===== src/rtl/mds_pkg.sv =====
package mds_pkg;

    localparam int NTAP = 3;

    typedef logic [1:0] tap_code_t;

    localparam tap_code_t TAP_INV = 2'd3;

    // Write request from the phase detector to the mode bank
    typedef struct packed {
        logic      en;
        logic [7:0] mode;
        tap_code_t code;
    } bank_wr_t;

    // choose the tap furthest from the unstable ones
    function automatic tap_code_t pick_tap(input logic [NTAP-1:0] bad);
        tap_code_t best;
        int        best_s;
        int        d;
        int        dd;
        int        s;
        best   = TAP_INV;
        best_s = -1;
        for (int t = 0; t < NTAP; t++) begin
            if (!bad[t]) begin
                d = NTAP;
                for (int u = 0; u < NTAP; u++) begin
                    if (bad[u]) begin
                        dd = (t > u) ? (t - u) : (u - t);
                        if (dd < d) d = dd;
                    end
                end
                s = d * 4 + ((t == NTAP / 2) ? 2 : ((t < NTAP / 2) ? 1 : 0));
                if (s > best_s) begin
                    best_s = s;
                    best   = tap_code_t'(t);
                end
            end
        end
        return best;
    endfunction

    function automatic logic majority3(input logic [2:0] v);
        return (v[0] & v[1]) | (v[0] & v[2]) | (v[1] & v[2]);
    endfunction

endpackage


===== src/rtl/mds_detect.sv =====
module mds_detect
    import mds_pkg::*;
#(
    parameter int WIN = 16,
    parameter int MW  = 2
) (
    input  logic            clk,
    input  logic            rst,
    input  logic            start,
    input  logic [MW-1:0]   mode,
    input  logic [NTAP-1:0] lane0,
    output logic            busy,
    output logic            done,
    output bank_wr_t        wr
);
    localparam int CW = $clog2(WIN + 1);

    logic [CW-1:0]   cnt;
    logic [NTAP-1:0] bad, bad_nx, prev;
    logic            have_prev;
    logic [MW-1:0]   mode_lat;
    logic            maj;
    logic            last;

    assign last = busy && (cnt == CW'(WIN - 1));

    // majority and toggle checks per tap
    always_comb begin
        maj = majority3(lane0);
        for (int k = 0; k < NTAP; k++) begin
            bad_nx[k] = bad[k] | (lane0[k] != maj) |
                        (have_prev & (lane0[k] == prev[k]));
        end
    end

    always_ff @(posedge clk) begin
        if (rst) begin
            busy      <= 1'b0;
            done      <= 1'b0;
            cnt       <= '0;
            bad       <= '0;
            prev      <= '0;
            have_prev <= 1'b0;
            mode_lat  <= '0;
        end else begin
            done <= 1'b0;
            if (!busy) begin
                if (start) begin
                    busy      <= 1'b1;
                    cnt       <= '0;
                    bad       <= '0;
                    have_prev <= 1'b0;
                    mode_lat  <= mode;
                end
            end else begin
                bad       <= bad_nx;
                prev      <= lane0;
                have_prev <= 1'b1;
                cnt       <= cnt + 1'b1;
                if (last) begin
                    busy <= 1'b0;
                    done <= 1'b1;
                end
            end
        end
    end

    always_comb begin
        wr      = '0;
        wr.en   = last;
        wr.mode = 8'(mode_lat);
        wr.code = pick_tap(bad_nx);
    end

    p_done_pulse_r3: assert property (@(posedge clk) disable iff (rst)
        done |=> !done);
    p_done_after_window_r3: assert property (@(posedge clk) disable iff (rst)
        done |-> ($past(busy) && !busy));
    p_cnt_range_r3: assert property (@(posedge clk) disable iff (rst)
        busy |-> (cnt < CW'(WIN)));
    p_mode_hold_r2: assert property (@(posedge clk) disable iff (rst)
        (busy && $past(busy)) |-> $stable(mode_lat));

endmodule


===== src/rtl/mds_bank.sv =====
module mds_bank
    import mds_pkg::*;
#(
    parameter int NMODE = 4,
    parameter int MW    = 2
) (
    input  logic          clk,
    input  logic          rst,
    input  bank_wr_t      wr,
    input  logic [MW-1:0] mode,
    output tap_code_t     code
);
    tap_code_t ent [NMODE];

    for (genvar m = 0; m < NMODE; m++) begin : g_ent
        always_ff @(posedge clk) begin
            if (rst) begin
                ent[m] <= TAP_INV;
            end else if (wr.en && (wr.mode == 8'(m))) begin
                ent[m] <= wr.code;
            end
        end

        p_entry_hold_r7: assert property (@(posedge clk) disable iff (rst)
            !(wr.en && (wr.mode == 8'(m))) |=> $stable(ent[m]));
    end

    assign code = ent[mode];

endmodule


===== src/rtl/mds_align.sv =====
module mds_align
    import mds_pkg::*;
#(
    parameter int DW = 4
) (
    input  logic               clk,
    input  logic               rst,
    input  logic [NTAP*DW-1:0] smp,
    input  tap_code_t          code,
    input  logic               hold,
    output logic [DW-1:0]      dout,
    output logic               dout_vld
);
    logic [DW-1:0] sel, s1_d;
    logic          s1_v;

    always_comb begin
        sel = '0;
        for (int k = 0; k < NTAP; k++) begin
            if (code == tap_code_t'(k)) sel = smp[k*DW +: DW];
        end
    end

    always_ff @(posedge clk) begin
        if (rst) begin
            s1_d     <= '0;
            s1_v     <= 1'b0;
            dout     <= '0;
            dout_vld <= 1'b0;
        end else begin
            s1_d     <= sel;
            s1_v     <= (code != TAP_INV) && !hold;
            dout     <= s1_d;
            dout_vld <= s1_v;
        end
    end

endmodule


===== src/rtl/mode_delay_sync.sv =====
module mode_delay_sync
    import mds_pkg::*;
#(
    parameter int DW    = 4,
    parameter int NMODE = 4,
    parameter int WIN   = 16,
    parameter int MW    = $clog2(NMODE)
) (
    input  logic               clk,
    input  logic               rst,
    input  logic               prog_en,
    input  logic [MW-1:0]      mode,
    input  logic [NTAP*DW-1:0] tap_smp,
    output logic               cal_done,
    output logic [DW-1:0]      dout,
    output logic               dout_vld
);
    logic [NTAP-1:0] lane0;
    logic            busy;
    bank_wr_t        wr;
    tap_code_t       code;

    for (genvar k = 0; k < NTAP; k++) begin : g_lane
        assign lane0[k] = tap_smp[k*DW];
    end

    mds_detect #(.WIN(WIN), .MW(MW)) u_det (
        .clk(clk), .rst(rst), .start(prog_en), .mode(mode),
        .lane0(lane0), .busy(busy), .done(cal_done), .wr(wr)
    );

    mds_bank #(.NMODE(NMODE), .MW(MW)) u_bank (
        .clk(clk), .rst(rst), .wr(wr), .mode(mode), .code(code)
    );

    mds_align #(.DW(DW)) u_align (
        .clk(clk), .rst(rst), .smp(tap_smp), .code(code), .hold(busy),
        .dout(dout), .dout_vld(dout_vld)
    );

    p_no_vld_after_cal_r9: assert property (@(posedge clk) disable iff (rst)
        $past(busy, 2) |-> !dout_vld);

endmodule


===== config.mk =====
export PLATFORM = sky130hd
export DESIGN_NAME = mode_delay_sync
export DESIGN_NICKNAME = d
export VERILOG_FILES = /design/src/rtl/mds_pkg.sv /design/src/rtl/mds_detect.sv /design/src/rtl/mds_bank.sv /design/src/rtl/mds_align.sv /design/src/rtl/mode_delay_sync.sv
export SDC_FILE = /design/constraint.sdc
export NUM_CORES = 1
export LEC_CHECK = 0
export BUFFER_PORTS_ARGS = -buffer_cell sky130_fd_sc_hd__buf_2
export CELL_PAD_IN_SITES_DETAIL_PLACEMENT = 1
export CELL_PAD_IN_SITES_GLOBAL_PLACEMENT = 1
export CORE_UTILIZATION = 46
export CTS_CLUSTER_DIAMETER = 200
export DETAILED_ROUTE_END_ITERATION = 10
export GPL_ROUTABILITY_DRIVEN = 0
export PLACE_DENSITY_LB_ADDON = 0.1
export SYNTH_ARGS = -nofsm -noshare
export SYNTH_HDL_FRONTEND = slang
export SYNTH_SLANG_ARGS = --single-unit

===== constraint.sdc =====
create_clock -name clk -period 6.9 [get_ports clk]
set_clock_uncertainty 0.15 [all_clocks]
set_input_delay 0.345 -clock clk [delete_from_list [all_inputs] [get_ports clk]]
set_output_delay 0.345 -clock clk [all_outputs]
set_load 0.02 [all_outputs]

## Yosys cells after proc, flatten, opt, wreduce, memory -nomap -nowiden

Memories as Yosys holds them, arrays and structs flattened.
Index checks and enable logic that the tools add are counted.

| word-level totals | value |
|---|---|
| bits in read-only memories | 0 |
| memories kept | 1 |
| latch bits | 0 |
| bits in writable memories | 8 |
| logic and storage cells | 124 |
| bits of input ports | 17 |
| output and inout bits | 6 |
| register bits | 26 |

Memories:

| name | depth | bits a word | read ports | clocked after memory_dff | write ports | line | RTL |
|---|---|---|---|---|---|---|---|
| u_bank.ent | 4 | 2 | 1 | 0 | 4 | mds_bank.sv:13 | `tap_code_t ent [NMODE];` |

| operators by class | value |
|---|---|
| magnitude comparators | 7 |
| div/mod/pow operators | 0 |
| $mul | 0 |
| mux-type cells | 58 |
| reductions and logical operators | 12 |
| $add $sub $neg | 3 |
| shift operators | 0 |
| eq/ne operators | 13 |
| bitwise gates (word level) | 19 |

Operators with widths:

| operator | count |
|---|---|
| two-way mux 32 bit | 10 |
| two-way mux 30 bit | 9 |
| less-than comparator 2 x 32 -> 1 bit, first input constant | 3 |
| greater-than comparator 32 bit | 2 |
| adder 32 x 2 -> 32 bit, second input constant | 1 |
| adder 32 x 3 -> 32 bit, second input constant | 1 |
| greater-than comparator 32 x 1 -> 1 bit, second input constant | 1 |
| less-than comparator 3 x 32 -> 1 bit, first input constant | 1 |
| two-way mux 2 bit | 11 |
| two-way mux 1 bit | 21 |
| two-way mux 4 bit | 3 |
| OR 1 bit | 12 |
| two-way mux 5 bit | 2 |
| logical NOT 8 bit | 1 |
| AND 1 bit | 6 |
| equality test 2 bit, second input constant | 3 |
| logical AND 1 bit | 6 |
| two-way mux 3 bit | 2 |
| adder 5 x 1 -> 5 bit, second input constant | 1 |
| equality test 5 x 4 -> 1 bit, second input constant | 1 |
| equality test 2 x 1 -> 1 bit, second input constant | 2 |
| equality test 1 bit | 3 |
| != test 1 bit | 3 |
| logical NOT 2 bit | 1 |
| 6 further kinds | 6 |

## Longest topological paths before layout

| logic depth | value |
|---|---|
| depth after elaboration | 26 |
| mapped depth | 11 |
| depth with buffers taken out | 10 |

## Cells and area by module

From an unflattened synthesis, not the netlist that was laid out.

| unflattened totals | value |
|---|---|
| cell total of the unflattened synthesis | 175 |
| area, all modules | 1769.2 um^2 |

Modules (own cells, without submodules):

| module | cells an instance | times used | sequential area each (um^2) | area each (um^2) |
|---|---|---|---|---|
| mds_detect | 108 | 1 | 320.3 | 900.9 |
| mds_bank | 32 | 1 | 240.2 | 447.9 |
| mds_align | 35 | 1 | 200.2 | 420.4 |

## Least setup slack after synthesis

No wires, ideal clock.

| path | value |
|---|---|
| kind | input to register |
| start | input tap_smp[0] |
| end | memory u_bank.ent[2][0] (netlist name) (data pin) |
| cell stages on the path | 11 |
| arrival time | 2.415 ns |
| setup time | 0.265 ns |
| path buffers | 1 |
| setup slack | 4.070 ns |
| required time | 6.485 ns |
| path through | buf_4 > xnor2_1 > a2111o_1 > nor2_1 > ha_1 > or2_2 > nor3_1 > ha_1 > inv_1 > a21oi_1 > o21ai_1 |

RTL lines:

| element | line | RTL |
|---|---|---|
| from (decl) | mode_delay_sync.sv:13 | `input logic [NTAP*DW-1:0] tap_smp,` |
| to (decl) | mds_bank.sv:13 |  |

==> out/metrics.cfg <==
[setup_path]
r2r_cells = 10
r2r-start = u_det.have_prev
required_ps = 6850
cp-end-kind = register
critPathKind = register to register
r2r_slack_ps = 3970
cp-startpoint = u_det.have_prev
crit_arrival_ps = 2870
cp-start-kind = register
cp_max_fo = 6
timing.rr.end = u_bank.ent[3][0]

[cts]
clock_path_buffers = 2
cts_resized = 0
cts_setup_buffers = 0
cts_buffers = 5
cts_sinks = 34
cts-root-buf = clkbuf_4
clock_latency_ps = 350
htree_levels = 2
ctsHoldBuffers = 0
path_clk_slew_ps = 110
cts_tree = built

[timing]
period_share_pct = 42.4
tns_ps = 0
min_period_ps = 2930
grt_setup_unrepaired = false
relSlewSlack_pct = 38.0
finalSetupViolCount = 0
fmax_mhz = 342
hold_violations = 0
drv_slew = 0
tightestPinTransition_ps = 929

[synth]
yosysWarnings = 0
ys_seq_area_share_pct = 46.8
synth_cells = 168
ys_types = 35
syn-cell-area_um2 = 1630
syn_nets = 189
syn_avg_cell_area_um2 = 9.67
synth-seq-cells = 34

[power]
seqPwrFrac_pct = 56.0
ir_drop_v = 0.000122
p_leak_uw = 0.000679
p_int_uw = 277
p_sw_share_pct = 27.9
clockPowerShare_pct = 31.3
power_frac_comb_pct = 12.7
p_sw_uw = 107
power_density_nw_per_um2 = 212

[cells_and_area]
diodes = 0
layout-area-overhead-vs-synth_pct = 11.5
final_cell_mix = dfxtp_1, buf_2, nor2_1
final_common_cell = dfxtp_1
fillers = 398
drive_above_1_share_pct = 19.7
final_area_um2 = 1810
nets = 208

[floorplanning]
core_area_um2 = 3360
dieWidth_um = 61.4
rows = 21
start_util_pct = 48.3
dieArea_um2 = 3770
die_h_um = 61.4
top_level_ports = 23

[drt]
routed_wl_mm = 3.46
drc_errors = 0
avgRoutedWirePerCell_um = 14.8
drt_iter0_markers = 48
routed_via_density = 5.34
vias = 1250
dr.pass1.iters = 2
drtAntennaViolNets = 0

[worst_hold_path]
hold_path.class = input pin to register
min_path_cells = 3
hold_start = tap_smp[7]
min_to = u_align.s1_d[3]

[status]
status = finished, final reports clean

[placement]
port_buffers = 22
placed_area_um2 = 1750
dp_hpwl_mm = 2.54

[global_route]
grt_overflow = 0
grt_pass1_wl_mm = 5.20
grt_pass1_vias = 1164
grt_usage_pct = 19.8
antenna_found_initial = 0
grt_max_degree = 36

[flow_run]
max-cap-violations = 0

## logic make-up (layout without fill, tap and decap cells)
kind of cell / count (synthesis) / after routing / synth area share [%]
DFF: 34 / 34 / 46.8
xor gates and xnor gates: 4 / 4 / 2.16
and+or+nand+nor: 62 / 62 / 19.4
buffers and inverters: 20 / 40 / 5.08
AOI/OAI and AO/OA: 31 / 31 / 14.6
muxes: 13 / 13 / 8.85
adders and majority gates: 4 / 4 / 3.08
## registers in the layout, summed over array words and instances, names as in the netlist
name,count
u_align.dout,4
u_align.dout_vld,1
u_align.s1_d,4
u_align.s1_v,1
u_bank.ent,8
u_det.bad,3
u_det.busy,1
u_det.cnt,5
u_det.done,1
u_det.have_prev,1
u_det.mode_lat,2
u_det.prev,3
## worst max-delay path: stages, from the launching register on
cell and delay (ps):
dfxtp_1 490, nand2b_1 130, a32oi_1 400, nor2_1 90, ha_1 300, or2_2 310, nor3_1 170, ha_1 230
inv_1 50, a21oi_1 270, o21ai_1 100
## power by group through the flow
stage	Sequential, µW	Combinational (µW)	Clock (µW)
after global placement	219	46.0	0
after global routing	216	54.2	132
after floorplan	215	39.8	0
final	215	48.7	120
after CTS	215	49.0	124
after detailed placement	219	48.9	0
## synth_stat cells
library cell  instances  share of area, %
mux4_2                1               1.4
inv_1                10               2.3
nand2b_1              4               1.5
xor2_1                1              0.54
a21oi_1              10               3.1
a21oi_2               1              0.54
o31a_1                1              0.54
a2111oi_4             1               1.7
mux2_2                1              0.69
ha_1                  4               3.1
nand3_1               2              0.62
nand2_1              11               2.5
and3_1                1              0.39
dfxtp_1              26                32
or2_2                 2              0.77
o21ai_1               4               1.2
mux2i_1              11               6.8
clkbuf_1              8               1.8
xnor2_1               3               1.6
a2111o_1              1              0.69
nor3_1                7               2.2
edfxtp_1              8                15
a32oi_1               1              0.54
and3b_1               2               1.1
nor2b_1               6               2.3
nor2_1               19               4.4
o21bai_1              4               1.8
a211oi_1              1              0.46
a2111oi_1             1              0.62
o32ai_1               4               2.2
a2bb2oi_1             1              0.54
nor3b_1               7               3.2
buf_4                 2              0.92
nand4_1               1              0.39
a32o_2                1              0.69
## cell type report
class / instances / area, µm² / share of cell area [%]
Multi-Input combinational cell: 114 / 782 / 43.2
Tap cell: 46 / 57.6 / 3.18
Clock buffer: 6 / 51.3 / 2.83
Inverter: 10 / 37.5 / 2.07
Clock inverter: 2 / 12.5 / 0.691
Timing Repair Buffer: 22 / 110 / 6.08
Sequential cell: 34 / 761 / 42.0
## through the flow
step                      util, %  total power [µW]  hold slack, ps  setup WS, ps  instances
after floorplan                 -               254             264          4070        168
after global placement       52.0               265             267          3930        226
after detailed placement     52.0               268             284          3760        226
after CTS                    53.9               387            92.9          3950        234
after global routing         53.9               402             102          3740        234
final                        53.9               384             104          3970        234
## layer usage
layer	up-vias	routed length, µm	GRT usage [%]
met5	-	0	0
met4	0	70	9.52
met3	10	93	6.30
met2	20	1700	33.9
met1	591	1590	22.4
li1	629	-	-
## how the worst max path moves through the flow
stage / cells past startpoint / end / slack, ps
floorplan: 11 / u_bank.ent[2][0] / 4070
global placement: 11 / u_bank.ent[2][0] / 3930
detailed placement: 11 / u_bank.ent[2][0] / 3760
CTS: 10 / u_bank.ent[3][0] / 3950
global route: 10 / u_bank.ent[3][0] / 3740
finish: 10 / u_bank.ent[3][0] / 3970
Power figures use the tool's default switching activity.
